===== src/rtl/ccr_pkg.sv =====
package ccr_pkg;
    localparam int ADDR_W = 8;
    localparam int DATA_W = 32;

    typedef logic [ADDR_W-1:0] addr_t;
    typedef logic [DATA_W-1:0] word_t;

    localparam addr_t A_ERRCTL = 8'h00;
    localparam addr_t A_STATUS = 8'h10;
    localparam addr_t A_MASK   = 8'h14;
    localparam addr_t A_IEN    = 8'h18;
    localparam addr_t A_IDS    = 8'h1C;
    localparam addr_t A_CFG0   = 8'h20;
    localparam addr_t A_CFG1   = 8'h24;
    localparam addr_t A_VEC    = 8'h40;
    localparam addr_t A_ACE    = 8'h80;
    localparam addr_t A_SNOOP  = 8'h84;
    localparam addr_t A_PWRCTL = 8'h90;
    localparam addr_t A_PSTAT  = 8'h94;

    localparam word_t RST_CFG0   = 32'h0000_0F0F;
    localparam word_t RST_ACE    = 32'h000F_000F;
    localparam word_t RST_VEC_LO = 32'hFFFF_0000;
    localparam word_t PSTAT_RO   = 32'h0003_000F;

    typedef enum logic [3:0] {
        SEL_NONE,
        SEL_ERRCTL,
        SEL_STATUS,
        SEL_MASK,
        SEL_IEN,
        SEL_IDS,
        SEL_CFG0,
        SEL_CFG1,
        SEL_VEC,
        SEL_ACE,
        SEL_SNOOP,
        SEL_PWRCTL,
        SEL_PSTAT
    } reg_sel_e;
endpackage


===== src/rtl/ccr_decode.sv =====
module ccr_decode
    import ccr_pkg::*;
#(
    parameter int N_CORES = 4,
    localparam int IDX_W = (N_CORES > 1) ? $clog2(N_CORES) : 1
) (
    input  addr_t            addr,
    output reg_sel_e         sel,
    output logic [IDX_W-1:0] vec_idx,
    output logic             vec_hi
);
    localparam addr_t VEC_SPAN = addr_t'(N_CORES * 8);

    addr_t voff;

    always_comb begin
        voff    = addr - A_VEC;
        vec_idx = voff[IDX_W+2:3];
        vec_hi  = voff[2];
        sel     = SEL_NONE;
        if (addr[1:0] == 2'b00) begin
            if (addr >= A_VEC && voff < VEC_SPAN) begin
                sel = SEL_VEC;
            end else begin
                unique case (addr)
                    A_ERRCTL: sel = SEL_ERRCTL;
                    A_STATUS: sel = SEL_STATUS;
                    A_MASK:   sel = SEL_MASK;
                    A_IEN:    sel = SEL_IEN;
                    A_IDS:    sel = SEL_IDS;
                    A_CFG0:   sel = SEL_CFG0;
                    A_CFG1:   sel = SEL_CFG1;
                    A_ACE:    sel = SEL_ACE;
                    A_SNOOP:  sel = SEL_SNOOP;
                    A_PWRCTL: sel = SEL_PWRCTL;
                    A_PSTAT:  sel = SEL_PSTAT;
                    default:  sel = SEL_NONE;
                endcase
            end
        end
    end
endmodule


===== src/rtl/ccr_irq_unit.sv =====
module ccr_irq_unit #(
    parameter int ISR_W = 1
) (
    input  logic             clk,
    input  logic             rst_n,
    input  logic [ISR_W-1:0] event_in,
    input  logic             clr_we,
    input  logic             en_we,
    input  logic             dis_we,
    input  logic [ISR_W-1:0] wbits,
    output logic [ISR_W-1:0] status_q,
    output logic [ISR_W-1:0] mask_q,
    output logic             irq
);
    always_ff @(posedge clk or negedge rst_n) begin
        if (!rst_n) begin
            status_q <= '0;
        end else begin
            // a new event overrides a clearing write in the same cycle
            status_q <= event_in | (status_q & ~(clr_we ? wbits : '0));
        end
    end

    always_ff @(posedge clk or negedge rst_n) begin
        if (!rst_n) begin
            mask_q <= '1;
        end else if (en_we) begin
            mask_q <= mask_q & ~wbits;
        end else if (dis_we) begin
            mask_q <= mask_q | wbits;
        end
    end

    assign irq = |(status_q & ~mask_q);
endmodule


===== src/rtl/ccr_power_unit.sv =====
module ccr_power_unit
    import ccr_pkg::*;
#(
    parameter int N_CORES = 4
) (
    input  logic               clk,
    input  logic               rst_n,
    input  logic               ctl_we,
    input  word_t              wdata,
    input  logic [N_CORES-1:0] wfi_in,
    output word_t              ctl_q,
    output logic [N_CORES-1:0] req,
    output logic [N_CORES-1:0] hs
);
    always_ff @(posedge clk or negedge rst_n) begin
        if (!rst_n) begin
            ctl_q <= '0;
        end else if (ctl_we) begin
            ctl_q <= wdata;
        end
    end

    assign req = ctl_q[N_CORES-1:0];

    for (genvar c = 0; c < N_CORES; c++) begin : g_hs
        assign hs[c] = req[c] & wfi_in[c];
    end
endmodule


===== src/rtl/ccr_vector_bank.sv =====
module ccr_vector_bank
    import ccr_pkg::*;
#(
    parameter int N_CORES = 4,
    localparam int IDX_W = (N_CORES > 1) ? $clog2(N_CORES) : 1
) (
    input  logic                 clk,
    input  logic                 rst_n,
    input  logic                 we,
    input  logic [IDX_W-1:0]     idx,
    input  logic                 hi_sel,
    input  word_t                wdata,
    output word_t                rd_word,
    output logic [N_CORES*64-1:0] vec_flat
);
    word_t lo_q [N_CORES];
    word_t hi_q [N_CORES];

    for (genvar c = 0; c < N_CORES; c++) begin : g_core
        always_ff @(posedge clk or negedge rst_n) begin
            if (!rst_n) begin
                lo_q[c] <= RST_VEC_LO;
                hi_q[c] <= '0;
            end else if (we && idx == IDX_W'(c)) begin
                if (hi_sel) begin
                    hi_q[c] <= wdata;
                end else begin
                    lo_q[c] <= wdata;
                end
            end
        end
        assign vec_flat[c*64 +: 64] = {hi_q[c], lo_q[c]};
    end

    assign rd_word = hi_sel ? hi_q[idx] : lo_q[idx];
endmodule


===== src/rtl/cluster_ctrl_regs.sv =====
module cluster_ctrl_regs
    import ccr_pkg::*;
#(
    parameter int N_CORES = 4,
    parameter int ISR_W   = 1,
    localparam int IDX_W  = (N_CORES > 1) ? $clog2(N_CORES) : 1
) (
    input  logic                  clk,
    input  logic                  rst_n,
    input  logic                  wr_en,
    input  logic                  rd_en,
    input  logic [ADDR_W-1:0]     addr,
    input  logic [DATA_W-1:0]     wdata,
    output logic [DATA_W-1:0]     rdata,
    input  logic                  irq_event,
    input  logic [N_CORES-1:0]    wfi_in,
    output logic                  irq_out,
    output logic [N_CORES-1:0]    pwr_status,
    output logic [N_CORES-1:0]    wfi_hs,
    output logic [N_CORES*64-1:0] rvbar_out
);
    reg_sel_e         sel;
    logic [IDX_W-1:0] vec_idx;
    logic             vec_hi;
    logic [ISR_W-1:0] irq_status;
    logic [ISR_W-1:0] irq_mask;
    word_t            vec_word;
    word_t            pwr_ctl;
    word_t            err_q, cfg0_q, cfg1_q, ace_q, snoop_q, pstat_q;
    word_t            rd_next;
    word_t            rdata_q;

    ccr_decode #(.N_CORES(N_CORES)) u_dec (
        .addr    (addr),
        .sel     (sel),
        .vec_idx (vec_idx),
        .vec_hi  (vec_hi)
    );

    ccr_irq_unit #(.ISR_W(ISR_W)) u_irq (
        .clk      (clk),
        .rst_n    (rst_n),
        .event_in ({{(ISR_W-1){1'b0}}, irq_event}),
        .clr_we   (wr_en && sel == SEL_STATUS),
        .en_we    (wr_en && sel == SEL_IEN),
        .dis_we   (wr_en && sel == SEL_IDS),
        .wbits    (wdata[ISR_W-1:0]),
        .status_q (irq_status),
        .mask_q   (irq_mask),
        .irq      (irq_out)
    );

    ccr_power_unit #(.N_CORES(N_CORES)) u_pwr (
        .clk    (clk),
        .rst_n  (rst_n),
        .ctl_we (wr_en && sel == SEL_PWRCTL),
        .wdata  (wdata),
        .wfi_in (wfi_in),
        .ctl_q  (pwr_ctl),
        .req    (pwr_status),
        .hs     (wfi_hs)
    );

    ccr_vector_bank #(.N_CORES(N_CORES)) u_vec (
        .clk      (clk),
        .rst_n    (rst_n),
        .we       (wr_en && sel == SEL_VEC),
        .idx      (vec_idx),
        .hi_sel   (vec_hi),
        .wdata    (wdata),
        .rd_word  (vec_word),
        .vec_flat (rvbar_out)
    );

    always_ff @(posedge clk or negedge rst_n) begin
        if (!rst_n) begin
            err_q   <= '0;
            cfg0_q  <= RST_CFG0;
            cfg1_q  <= '0;
            ace_q   <= RST_ACE;
            snoop_q <= '0;
            pstat_q <= '0;
        end else if (wr_en) begin
            unique case (sel)
                SEL_ERRCTL: err_q   <= wdata;
                SEL_CFG0:   cfg0_q  <= wdata;
                SEL_CFG1:   cfg1_q  <= wdata;
                SEL_ACE:    ace_q   <= wdata;
                SEL_SNOOP:  snoop_q <= wdata;
                SEL_PSTAT:  pstat_q <= (pstat_q & PSTAT_RO) | (wdata & ~PSTAT_RO);
                default:    ;
            endcase
        end
    end

    always_comb begin
        unique case (sel)
            SEL_ERRCTL: rd_next = err_q;
            SEL_STATUS: rd_next = DATA_W'(irq_status);
            SEL_MASK:   rd_next = DATA_W'(irq_mask);
            SEL_CFG0:   rd_next = cfg0_q;
            SEL_CFG1:   rd_next = cfg1_q;
            SEL_VEC:    rd_next = vec_word;
            SEL_ACE:    rd_next = ace_q;
            SEL_SNOOP:  rd_next = snoop_q;
            SEL_PWRCTL: rd_next = pwr_ctl;
            SEL_PSTAT:  rd_next = pstat_q;
            default:    rd_next = '0;
        endcase
    end

    always_ff @(posedge clk or negedge rst_n) begin
        if (!rst_n) begin
            rdata_q <= '0;
        end else if (rd_en) begin
            rdata_q <= rd_next;
        end
    end

    assign rdata = rdata_q;
endmodule


===== config.mk =====
export PLATFORM = sky130hd
export DESIGN_NAME = cluster_ctrl_regs
export DESIGN_NICKNAME = d
export VERILOG_FILES = /design/src/rtl/ccr_pkg.sv /design/src/rtl/ccr_decode.sv /design/src/rtl/ccr_irq_unit.sv /design/src/rtl/ccr_power_unit.sv /design/src/rtl/ccr_vector_bank.sv /design/src/rtl/cluster_ctrl_regs.sv
export SDC_FILE = /design/constraint.sdc
export NUM_CORES = 1
export LEC_CHECK = 0
export BUFFER_PORTS_ARGS = -buffer_cell sky130_fd_sc_hd__buf_2
export CAP_MARGIN = 10
export CORE_MARGIN = 2
export CORE_UTILIZATION = 40
export CTS_BUF_LIST = sky130_fd_sc_hd__clkbuf_16
export DETAILED_ROUTE_END_ITERATION = 16
export PLACE_DENSITY_LB_ADDON = 0.25
export RECOVER_POWER = 100
export SLEW_MARGIN = 20
export SYNTH_ARGS = -nofsm -noshare
export SYNTH_HDL_FRONTEND = slang
export SYNTH_SLANG_ARGS = --single-unit

===== constraint.sdc =====
create_clock -name clk -period 2 [get_ports clk]
set_input_delay 0.4 -clock clk [delete_from_list [all_inputs] [get_ports clk]]
set_output_delay 0.4 -clock clk [all_outputs]
set_load 0.01 [all_outputs]

Word level (Yosys, flattened, before mapping)
Index checks and enable logic that the tools add are counted.
{ "word_totals": {"reg_bits": 514, "output_inout_bits": 297, "in_bits": 49} }
{ "classes": {"magnitude_cmp": 3, "eq_ne": 25, "n_mux": 14, "addsub": 1, "bitwise_logic": 15, "n_reduce_logical": 28} }
{ "ops": {"columns": ["operator", "count"], "rows": [
  ["$pmux W32 S10", 1],
  ["$mux W32", 5],
  ["$bmux W32 S2", 2],
  ["$pmux W4 S11", 1],
  ["$eq A8 B5 Y1 const B", 4],
  ["$eq A8 B8 Y1 const B", 4],
  ["$or A18 B32 Y32", 1],
  ["$reduce_and A2 Y1", 14],
  ["$eq A4 B4 Y1 const B", 5],
  ["$eq A4 B3 Y1 const B", 4],
  ["$eq A8 B6 Y1 const B", 2],
  ["$logic_and A1 B1 Y1", 10],
  ["$eq A4 B2 Y1 const B", 2],
  ["$ge A8 B7 Y1 const B", 1],
  ["$logic_not A8 Y1", 1],
  ["$lt A8 B6 Y1 const B", 1],
  ["$mux W4", 2],
  ["$sub A8 B7 Y8 const B", 1],
  ["$and A1 B1 Y1", 7],
  ["$eq A2 B2 Y1 const B", 2],
  ["$eq A4 B1 Y1 const B", 1],
  ["$logic_not A2 Y1", 2],
  ["$not A1 Y1", 4],
  ["$ge A3 B3 Y1 const B", 1],
  ["other kinds (5)", 8]
]} }

Logic depth before layout (Yosys ltp)
Gate-level depths: netlist of run 1.
{ "depth": {"word_depth": 11, "ltp_mapped": 10, "mapped_depth_nobuf": 6} }

Cells and area by module
From an unflattened synthesis of run 1, not the netlist that was laid out.
{ "hier_totals": {"hier_cells": 1641, "area_unflattened_um2": 23477.5} }
{ "by_module_without_submodules": {"columns": ["mod", "cells_each", "n_inst", "area_each_um2"], "rows": [
  ["ccr_vector_bank", 785, 1, 11783.8],
  ["cluster_ctrl_regs", 751, 1, 10057.1],
  ["ccr_power_unit", 76, 1, 1400.1],
  ["ccr_decode", 22, 1, 157.7],
  ["ccr_irq_unit", 7, 1, 78.8]
]} }

Worst setup path before layout of run 1
Ideal clock, no wire load.
{ "synth_path": {"path_kind": "input -> register", "start": "in addr[3]", "end": "reg rdata_q[12] (netlist: rdata[12])", "path_slack_ns": -0.464, "setup_time_ns": 0.140, "arrival_ns": 2.325, "stages": 9, "path_cell_list": "clkbuf_1 -> buf_2 -> buf_4 -> buf_4 -> mux4_2 -> mux2i_1 -> nor2_1 -> a2111oi_0 -> a31oi_1"} }
{ "synth_via": {"elab_chain_len": 7} }
{ "synth_rtl": {"columns": ["element", "line_no", "source"], "rows": [
  ["start: declaration", "cluster_ctrl_regs.sv:12", "input logic [ADDR_W-1:0] addr,"],
  ["$sub A8 B7 Y8", "ccr_decode.sv:17", "voff = addr - A_VEC;"],
  ["$lt A8 B6 Y1 / $not A2 Y3 (equally long branches)", "ccr_decode.sv:22, ccr_vector_bank.sv:35", null],
  ["$logic_and A1 B1 Y1 / $bmux W32 S2 (equally long branches)", "ccr_decode.sv:22, ccr_vector_bank.sv:35", null],
  ["$mux W4 / $mux W32 (equally long branches)", "ccr_decode.sv:22, ccr_vector_bank.sv:35", null],
  ["$mux W4 / $mux W32 (equally long branches)", "ccr_decode.sv:21, ccr_vector_bank.sv:35", null],
  ["$eq A4 B4 Y1, or another cell as far along", "cluster_ctrl_regs.sv:97", "unique case (sel)"],
  ["$pmux W32 S10 (*)", "cluster_ctrl_regs.sv:97", null],
  ["end signal: assignment", "cluster_ctrl_regs.sv:116", "rdata_q <= rd_next;"],
  ["end: declaration", "cluster_ctrl_regs.sv:31", "word_t rdata_q;"]
]} }
Mark *: on every way between the ends. The rest lies on a longest branch, timed or not. The select of a mux whose other input is x is not followed.
A chain may end at the register's enable or synchronous reset.

Worst setup path in the final report of run 1
{ "layout_path": {"start": "in addr[3]", "end": "reg ace_q[27]"} }
{ "layout_via": {"elab_chain_len": 7} }
{ "layout_rtl": {"columns": ["element", "line_no", "source"], "rows": [
  ["$sub A8 B7 Y8", "ccr_decode.sv:17", null],
  ["$lt A8 B6 Y1", "ccr_decode.sv:22", "if (addr >= A_VEC && voff < VEC_SPAN) begin"],
  ["$logic_and A1 B1 Y1", "ccr_decode.sv:22", null],
  ["$mux W4 (*)", "ccr_decode.sv:22", null],
  ["$mux W4 (*)", "ccr_decode.sv:21", "if (addr[1:0] == 2'b00) begin"],
  ["$eq A4 B4 Y1 (*)", "cluster_ctrl_regs.sv:84", "unique case (sel)"],
  ["$reduce_and A2 Y1 (no source line) (*)", null, null],
  ["end signal: assignment", "cluster_ctrl_regs.sv:88", "SEL_ACE: ace_q <= wdata;"],
  ["end: declaration", "cluster_ctrl_regs.sv:29", "word_t err_q, cfg0_q, cfg1_q, ace_q, snoop_q, pstat_q;"]
]} }
Mark *: on every way between the ends. The rest lies on a longest branch, timed or not.

==> results of run 1 <==
-- worst max-delay path by stage --
stage                     depth (start not counted)                start   endpoint  slack, ps
after global placement                            9              addr[3]   rdata[0]       -470
after CTS                                         5  u_vec.vec_flat[194]   rdata[2]         60
final                                             6              addr[3]  ace_q[27]         70
after floorplan                                   8              addr[3]  ace_q[10]       -330
after global routing                              9              addr[6]  rdata[24]         10
after detailed placement                          7              addr[3]   rdata[3]       -490
-- synthesized netlist by cell type (all sizes together), types with 17 or more instances --
| library cell | count |
|---|---|
| mux2i | 48 |
| nor2 | 40 |
| a22oi | 24 |
| buf | 76 |
| mux2 | 505 |
| o21ai | 17 |
| dfrtp | 427 |
| nor2b | 18 |
| inv | 18 |
| mux4 | 64 |
| o22ai | 24 |
| dfstp | 81 |
| clkbuf | 69 |
| nand2 | 51 |
-- cell type report --
cell class	instances	area, um2	share of cell area
Clock buffer	57	1430	0.0506
Multi-Input combinational cell	945	9820	0.349
Clock inverter	48	235	0.00835
Antenna cell	1	2.50	0.0000888
Sequential cell	508	12800	0.455
Inverter	18	67.6	0.00240
Tap cell	765	957	0.0340
Timing Repair Buffer	506	2850	0.101
-- state kept, by name, indices dropped and copies added, names as in the netlist --
name            count
u_pwr.ctl_q        32
u_irq.mask_q        1
cfg1_q             32
ace_q              32
u_vec.vec_flat    256
u_irq.status_q      1
err_q              32
pstat_q            26
rdata              32
cfg0_q             32
snoop_q            32
-- through the flow --
stage	power [mW]	cells	setup TNS, ps	hold slack, ps	setup WS [ps]
floorplan	12.1	1616	-28320	104	-325
global placement	13.2	2740	-97860	264	-470
detailed placement	13.2	2740	-100880	265	-489
CTS	22.7	2847	0	34.1	58.6
global route	23.2	2847	0	71.4	11.8
finish	22.4	2848	0	79.5	69.3
-- layer usage --
metal | track usage | wire length, um | up-vias | part of all wire
met4 | 0.0709 | 1890 | 0 | 0.027
met5 | 0 | 0 | - | 0
li1 | - | - | 6806 | -
met3 | 0.0427 | 3850 | 107 | 0.054
met2 | 0.385 | 34100 | 440 | 0.48
met1 | 0.324 | 31500 | 8394 | 0.44
-- cells by family after synthesis --
| family | synth area share |
|---|---|
| buffers and inverters | 0.0319 |
| flip-flops | 0.548 |
| AO/OA/AOI/OAI | 0.0478 |
| AND/OR/NAND/NOR | 0.0420 |
| multiplexers | 0.330 |
-- repair_timing --
item,4_1_cts,5_1_grt
hold endpoints to repair,212,0
hold buffers,2,0
resized for setup,0,6
setup endpoints to repair,0,5
-- worst register-to-register path: stages (launching register included) --
cell and delay [ps]:
dfrtp_1 420, mux4_2 540, mux2_2 310, a221oi_2 230
a21boi_2 190, o22ai_1 80
-- power by group through the flow --
stage | Sequential [mW] | Combinational (mW) | Clock [mW]
floorplan | 11.2 | 0.860 | 0
global placement | 11.2 | 2.00 | 0
detailed placement | 11.2 | 2.04 | 0
CTS | 11.0 | 2.05 | 9.66
global route | 11.1 | 2.07 | 10.1
finish | 11.0 | 1.90 | 9.44
==> results.ini, run 1 <==
[setup_path]
path_cells=buf_6 -> or4_1 -> nor4_4 -> and3_1 -> clkbuf_4 -> mux2_1
r2r_start=u_vec.vec_flat[67]
path_class=in -> reg
reg2reg_depth=5
cp_top_family=simple AND/OR/NAND/NOR gates
rr_endpoint=rdata[3]
path_buf_inv=2
reg2reg_slack_ps=90
cp.required_ps=2490
worstPathMaxFanout=12
slowest_delay_ps=630
start_kind=input port
crit_arrival_ps=2420
cpMaxStageDelayCell=or4_1
endpoint_kind=register

[cells_and_area]
drive_gt1_frac=0.227
syn2layout_area_growth_pct=20.5
final_common_cell=mux2_1
final_cell_mix=mux2_1 (465), dfrtp_1 (427), clkbuf_1 (284)
final_nets=2084
fill_cells=5227
fin_area_um2=28200
final_core_util=0.488

[die]
chipHeight_um=246
ioPinCount=346
dieWidth_um=246
die_area_um2=60400
initial_core_util=0.405
coreArea_um2=57700
core.rowCount=88

[synthesis]
synth_area_leaders=dfrtp_1 (46%), mux2_1 (21%), dfstp_2 (9.1%)
avgSynthCellArea_um2=14.5
synthArstFlopShare=1.00
netlist_area_um2=23400
ys_types=62
yosysTopAreaCell=dfrtp_1
ys.flop_type=dfrtp_1
seq_area_frac_synth=0.548
synth_top_cell_area_share=0.457
synth_nets=1665
synth_edf_count=0
synthCells=1616
ys_warn_count=0
ys_seq_elements=508

[clocking]
numCtsBuffers=56
cts_tree=yes
clk_latency_ps=630
clockRootBuffer=clkbuf_16
post_cts_buffers=0
clockBufferDepth=3
cts.htree.levels=2
clk_pin_slew_ps=60
clkSinkCount=508

[routing]
route.detailed.drc=0
ant_nets=0
first_pass_iters=4
drt_iter0_drc=983
detail_route.wirelength_um=71300
via_count=15700
avgRoutedWirePerCell_um=25.0
viasPerCell=5.53

[power_and_ir_drop]
power_leakage_nw=13.6
power_frac_comb=0.085
switching_share=0.255
p_clk_frac=0.422
switchingPower_mw=5.71
seq_power_share=0.493
irDropWorstVdd_v=0.000708
intPower_mw=16.7
power.density_nw_per_um2=794

[grt]
grt_max_degree=79
grt_antenna_before_repair=0
grt_usage=0.237
grt_pass1_vias=16600
grt_pass1_wl_um=108000
overflow=0

[run_status]
status=complete, no violations

[sta]
period_share=0.965
hold_violations=0
worst-slew-pin-transition_ps=1230
drv_slew=0
post-route-min-period_ps=1930
finalClockSkew_ps=19.8
maxSlewHeadroom=0.179
setup_viol_count_final=0
fmax_ghz=0.518
rsz0062_at_grt=false

[min_path]
hold_start=rd_en
min_to=rdata[0]
min_path_type=in -> reg
hold_depth=2

[placement]
place_congestion=0.829
port-buffer-count=345
dpl-instance-area_um2=27300
dp_hpwl_um=49400

[run]
max_cap_viol_count=0

Power figures use the tool's default switching activity.
==> inputs of run 2 (changes only) <==
--- a/config.mk
+++ b/config.mk
@@ -7,6 +7,7 @@
 export LEC_CHECK = 0
 export BUFFER_PORTS_ARGS = -buffer_cell sky130_fd_sc_hd__buf_2
 export CAP_MARGIN = 10
+export CORE_ASPECT_RATIO = 1.5
 export CORE_MARGIN = 2
 export CORE_UTILIZATION = 40
 export CTS_BUF_LIST = sky130_fd_sc_hd__clkbuf_16
==> constraint.sdc (replaced) <==
create_clock -name clk -period 2 [get_ports clk]
set_input_delay 0.4 -clock clk [delete_from_list [all_inputs] [get_ports clk]]
set_output_delay 0.4 -clock clk [all_outputs]
set_load 0.02 [all_outputs]
==> results.ini, run 2 (synthesis results as in run 1) <==
[run_status]
status=complete, no violations

[die]
coreArea_um2=57800
chipHeight_um=300
dieWidth_um=201
die_area_um2=60400
ioPinCount=346
core.rowCount=108
initial_core_util=0.404

[cells_and_area]
final_core_util=0.487
syn2layout_area_growth_pct=20.4
final_common_cell=mux2_1
drive_gt1_frac=0.232
final_cell_mix=mux2_1 (462), dfrtp_1 (427), clkbuf_1 (302)
layoutNonFillerInstCount=2849
final_nets=2085
largest_register_ffs=256

[clocking]
clockRootBuffer=clkbuf_16
clk_latency_ps=630
clockBufferDepth=3
clkSinkCount=508
cts_tree=yes
numCtsBuffers=51
ctsResizeCount=0
clk_pin_slew_ps=70
cts.htree.levels=2

[grt]
grt_usage=0.251
grt_max_degree=84
met3_usage=0.0493
grt_pass1_wl_um=113000
overflow=0
grt_antenna_before_repair=3
gr-usage-met2=0.442
grt_pass1_vias=17100
busiest_layer=met2
met1_usage=0.306

[power_and_ir_drop]
power.density_nw_per_um2=794
irDropWorstVdd_v=0.000701
power_leakage_nw=13.5
report.power.total_mw=22.3

[routing]
first_pass_iters=5
drt_iter0_drc=885
ant_nets=0
route.detailed.drc=0
avgRoutedWirePerCell_um=26.4
detail_route.wirelength_um=75200
viasPerCell=5.53
via_count=15800

[setup_path]
slowest_delay_ps=380
reg2reg_slack_ps=110
start_kind=input port
r2r_start=u_vec.vec_flat[174]
cp.required_ps=2480
endpoint=u_vec.vec_flat[196]
endpoint_kind=register
crit_arrival_ps=2420
cp_top_family=buffers and inverters
path_buf_inv=4
path_class=in -> reg
critPathLaunch=addr[4]
rr_endpoint=rdata[14]
worstPathMaxFanout=19
path_cells=buf_4 -> clkbuf_1 -> buf_12 -> and3_1 -> nor3b_2 -> clkbuf_2 -> mux2_1
cpMaxStageDelayCell=nor3b_2
cp_num_cells=7
reg2reg_depth=7

[placement]
dp.cells=2751
port-buffer-count=345
place_congestion=0.868
dp_hpwl_um=53000

[sta]
fmax_ghz=0.516
rsz0062_at_grt=false
period_share=0.969
post-route-min-period_ps=1940
drv_slew=0
finalClockSkew_ps=32.1
hold_violations=0
setup_viol_count_final=0
maxSlewHeadroom=0.382
worst-slew-pin-transition_ps=927

[min_path]
min_path_type=in -> reg

[run]
max_cap_viol_count=0

-- run 2: changes by cell type in the layout (fill, tap and decap cells not counted), sizes merged --
| cell | before | now |
|---|---|---|
| inv | 42 | 38 |
| clkbuf | 373 | 386 |
| clkinv | 23 | 21 |
| bufinv | 0 | 2 |
| buf | 188 | 175 |
-- run 2: final cells by class --
cell class / count / area, um2
Multi-Input combinational cell: 945 / 9790
Antenna cell: 1 / 2.50
Sequential cell: 508 / 12800
Clock buffer: 51 / 1280
Timing Repair Buffer: 512 / 2950
Tap cell: 770 / 963
Clock inverter: 44 / 287
Inverter: 18 / 67.6
Fill cell: 5358 / 29700
-- run 2: worst min-delay path by stage --
stage | startpoint | cells after the start | endpoint | slack [ps]
2_1_floorplan | rst_n | 0 | ace_q[10] | 100
3_3_place_gp | rst_n | 1 | u_vec.vec_flat[142] | 290
3_5_place_dp | rst_n | 1 | u_vec.vec_flat[142] | 280
4_1_cts | rd_en | 2 | rdata[0] | 130
5_1_grt | rd_en | 2 | rdata[0] | 170
6_report | rd_en | 2 | rdata[0] | 170
-- run 2: through the flow --
stage / TNS, ps / cell area [um2] / hold WS [ps] / setup WS, ps
after detailed placement: -111650 / 27400 / 285 / -400
after global placement: -103180 / 27400 / 288 / -382
after global routing: 0 / 28100 / 174 / 7.57
final: 0 / 28100 / 175 / 62.6
after CTS: 0 / 29000 / 133 / 86.7
after floorplan: -28320 / 23600 / 104 / -325
-- run 2: what timing repair did --
action,in CTS,in global routing
hold buffers,2,0
buffers inserted,0,0
hold endpoints to repair,66,0
-- run 2: routing by layer --
layer,wire (um),part of all wire
met2,38100,0.51
met4,2800,0.037
met3,4430,0.059
met5,24,0.00032
met1,29900,0.40
-- run 2: report_power, final --
group / switching (mW) / leakage (nW) / internal, mW
Sequential: 0.303 / 6.73 / 10.7
Combinational: 1.34 / 5.95 / 0.784
Clock: 4.26 / 0.827 / 4.91
Total: 5.90 / 13.5 / 16.4
==> inputs of run 3 (changes only) <==
--- a/config.mk
+++ b/config.mk
@@ -5,6 +5,7 @@
 export SDC_FILE = /design/constraint.sdc
 export NUM_CORES = 1
 export LEC_CHECK = 0
+export ABC_AREA = 1
 export BUFFER_PORTS_ARGS = -buffer_cell sky130_fd_sc_hd__buf_2
 export CAP_MARGIN = 10
 export CORE_ASPECT_RATIO = 1.5
==> results.ini, run 3 <==
[run_status]
status=complete, no violations

[routing]
ant_nets=0
drt_iter0_drc=1742
first_pass_iters=6
route.detailed.drc=0
detail_route.wirelength_um=78000
avgRoutedWirePerCell_um=20.1
via_count=20400
viasPerCell=5.25

[power_and_ir_drop]
power.density_nw_per_um2=835
power_frac_comb=0.098
irDropWorstVdd_v=0.000683
seq_power_share=0.494
switching_share=0.267
p_clk_frac=0.408
intPower_mw=16.6
switchingPower_mw=6.02
power_leakage_nw=12.7

[setup_path]
slowest_delay_ps=550
path_class=reg -> out
reg2reg_slack_ps=270
start_kind=register
worstPathMaxFanout=3
cp_top_family=flip-flops
critPathLaunch=u_vec.vec_flat[95]
endpoint_kind=output port
path_cells=clkbuf_1
cp.required_ps=1600
path_buf_inv=1
crit_arrival_ps=1490
r2r_start=u_vec.vec_flat[170]
cpMaxStageDelayCell=dfstp_2

[clocking]
cts.htree.levels=2
clockRootBuffer=clkbuf_16
cts_tree=yes
post_cts_buffers=0
numCtsBuffers=48
clockBufferDepth=3
clk_latency_ps=580
clk_pin_slew_ps=70
clkSinkCount=508

[synthesis]
ys_warn_count=0
yosysTopAreaCell=dfrtp_1
yosysMostFrequentCell=nand2_1
synth-compound-area-share=0.155
synth_edf_count=0
yosys.area_share.simple=0.219
avgSynthCellArea_um2=8.35
ys_seq_elements=508
synthAdderAreaFrac=0
synth-xor-area-share=0
synthMuxAreaShare=0
ys.flop_type=dfrtp_1
ys_types=37
synth_common_cells=nand2_1 (865), o21ai_0 (479), dfrtp_1 (427)
synth_nets=2778
synth_top_family_by_area=simple AND/OR/NAND/NOR gates
synth_top_cell_area_share=0.469
synthArstFlopShare=1.00
synthCells=2729
seq_area_frac_synth=0.562
synth_area_leaders=dfrtp_1 (47%), nand2_1 (14%), o21ai_0 (11%)
netlist_area_um2=22800

[cells_and_area]
fin_area_um2=27100
final_common_cell=nand2_1
drive_gt1_frac=0.119
largest_register_ffs=256
final_core_util=0.479
syn2layout_area_growth_pct=18.7
final_cell_mix=nand2_1 (871), o21ai_0 (494), dfrtp_1 (427)
final_nets=3122

[sta]
setup_viol_count_final=0
worst-slew-pin-transition_ps=1240
finalClockSkew_ps=18.2
period_share=0.944
drv_slew=0
fmax_ghz=0.530
hold_violations=0
maxSlewHeadroom=0.174
post-route-min-period_ps=1890
rsz0062_at_grt=false
worst_hold_slack_ps=70.5

[die]
die_area_um2=58900
coreArea_um2=56500
initial_core_util=0.403
ioPinCount=346
chipHeight_um=296
core.rowCount=107
dieWidth_um=199

[grt]
grt_max_degree=82
overflow=0
grt_antenna_before_repair=5
grt_usage=0.266
grt_pass1_wl_um=120000
grt_pass1_vias=19700

[placement]
place_congestion=0.933
dp_hpwl_um=56400
port-buffer-count=345
dpl-instance-area_um2=26300

[run]
max_cap_viol_count=0

[min_path]
min_path_type=in -> reg
hold_start=irq_event

## run 3: cell types whose count changed after synthesis, sizes merged, moves of 23 or more
cell / previous run / this run
nand2: 51 / 885
o211ai: 0 / 23
mux2: 505 / 0
nand3: 8 / 51
nor2: 40 / 259
mux4: 64 / 0
mux2i: 48 / 0
a21oi: 16 / 40
o21ai: 17 / 511
nand4: 2 / 36
inv: 18 / 153
a22oi: 24 / 0
clkbuf: 69 / 132
## run 3: worst paths after layout
path                                            end  depth (start not counted)
worst min register to register            cfg0_q[0]                          2
min in group asynchronous       u_vec.vec_flat[137]                          2
worst max-delay path                  rvbar_out[95]                          1
worst min-delay path                 u_irq.status_q                          2
max in group asynchronous           u_pwr.ctl_q[22]                          4
worst max register to register            rdata[10]                          9
## run 3: metrics by stage
stage	cells	setup slack (ps)	total power, mW	TNS, ps
floorplan	2729	296	12.4	0
global route	3877	62.8	23.5	0
CTS	3876	162	22.8	0
global placement	3785	-270	13.6	-10150
finish	3880	113	22.6	0
detailed placement	3785	-253	13.6	-15200
## run 3: kinds of logic after synthesis
logic type / Yosys count
simple gates: 1235
flops: 508
buf+inv: 347
compound gates: 639
## run 3: metal layers
layer | vias up | GRT usage | part of all wire
met5 | - | 0 | 0
met4 | 0 | 0.112 | 0.049
met3 | 171 | 0.0393 | 0.069
met2 | 839 | 0.413 | 0.45
met1 | 9869 | 0.371 | 0.43
li1 | 9485 | - | -
## run 3: cell type report
| cell class | instances | area [um2] |
|---|---|---|
| Inverter | 155 | 584 |
| Clock buffer | 48 | 1200 |
| Multi-Input combinational cell | 1874 | 8370 |
| Tap cell | 763 | 955 |
| Sequential cell | 508 | 12800 |
| Fill cell | 5707 | 29400 |
| Clock inverter | 42 | 368 |
| Antenna cell | 4 | 10.0 |
| Timing Repair Buffer | 486 | 2750 |
## run 3: power by group through the flow
stage	Clock, mW	Combinational [mW]	Sequential [mW]
final	9.22	2.21	11.1
after global routing	9.81	2.45	11.2
after CTS	9.38	2.34	11.1
after detailed placement	0	2.33	11.3
after global placement	0	2.28	11.3
after floorplan	0	0.889	11.5
## run 3: what timing repair did
action | 4_1_cts | 5_1_grt
gates resized for setup | 0 | 0
setup endpoints to repair | 0 | 0
endpoints found under the hold margin | 21 | 0
hold buffers | 1 | 0
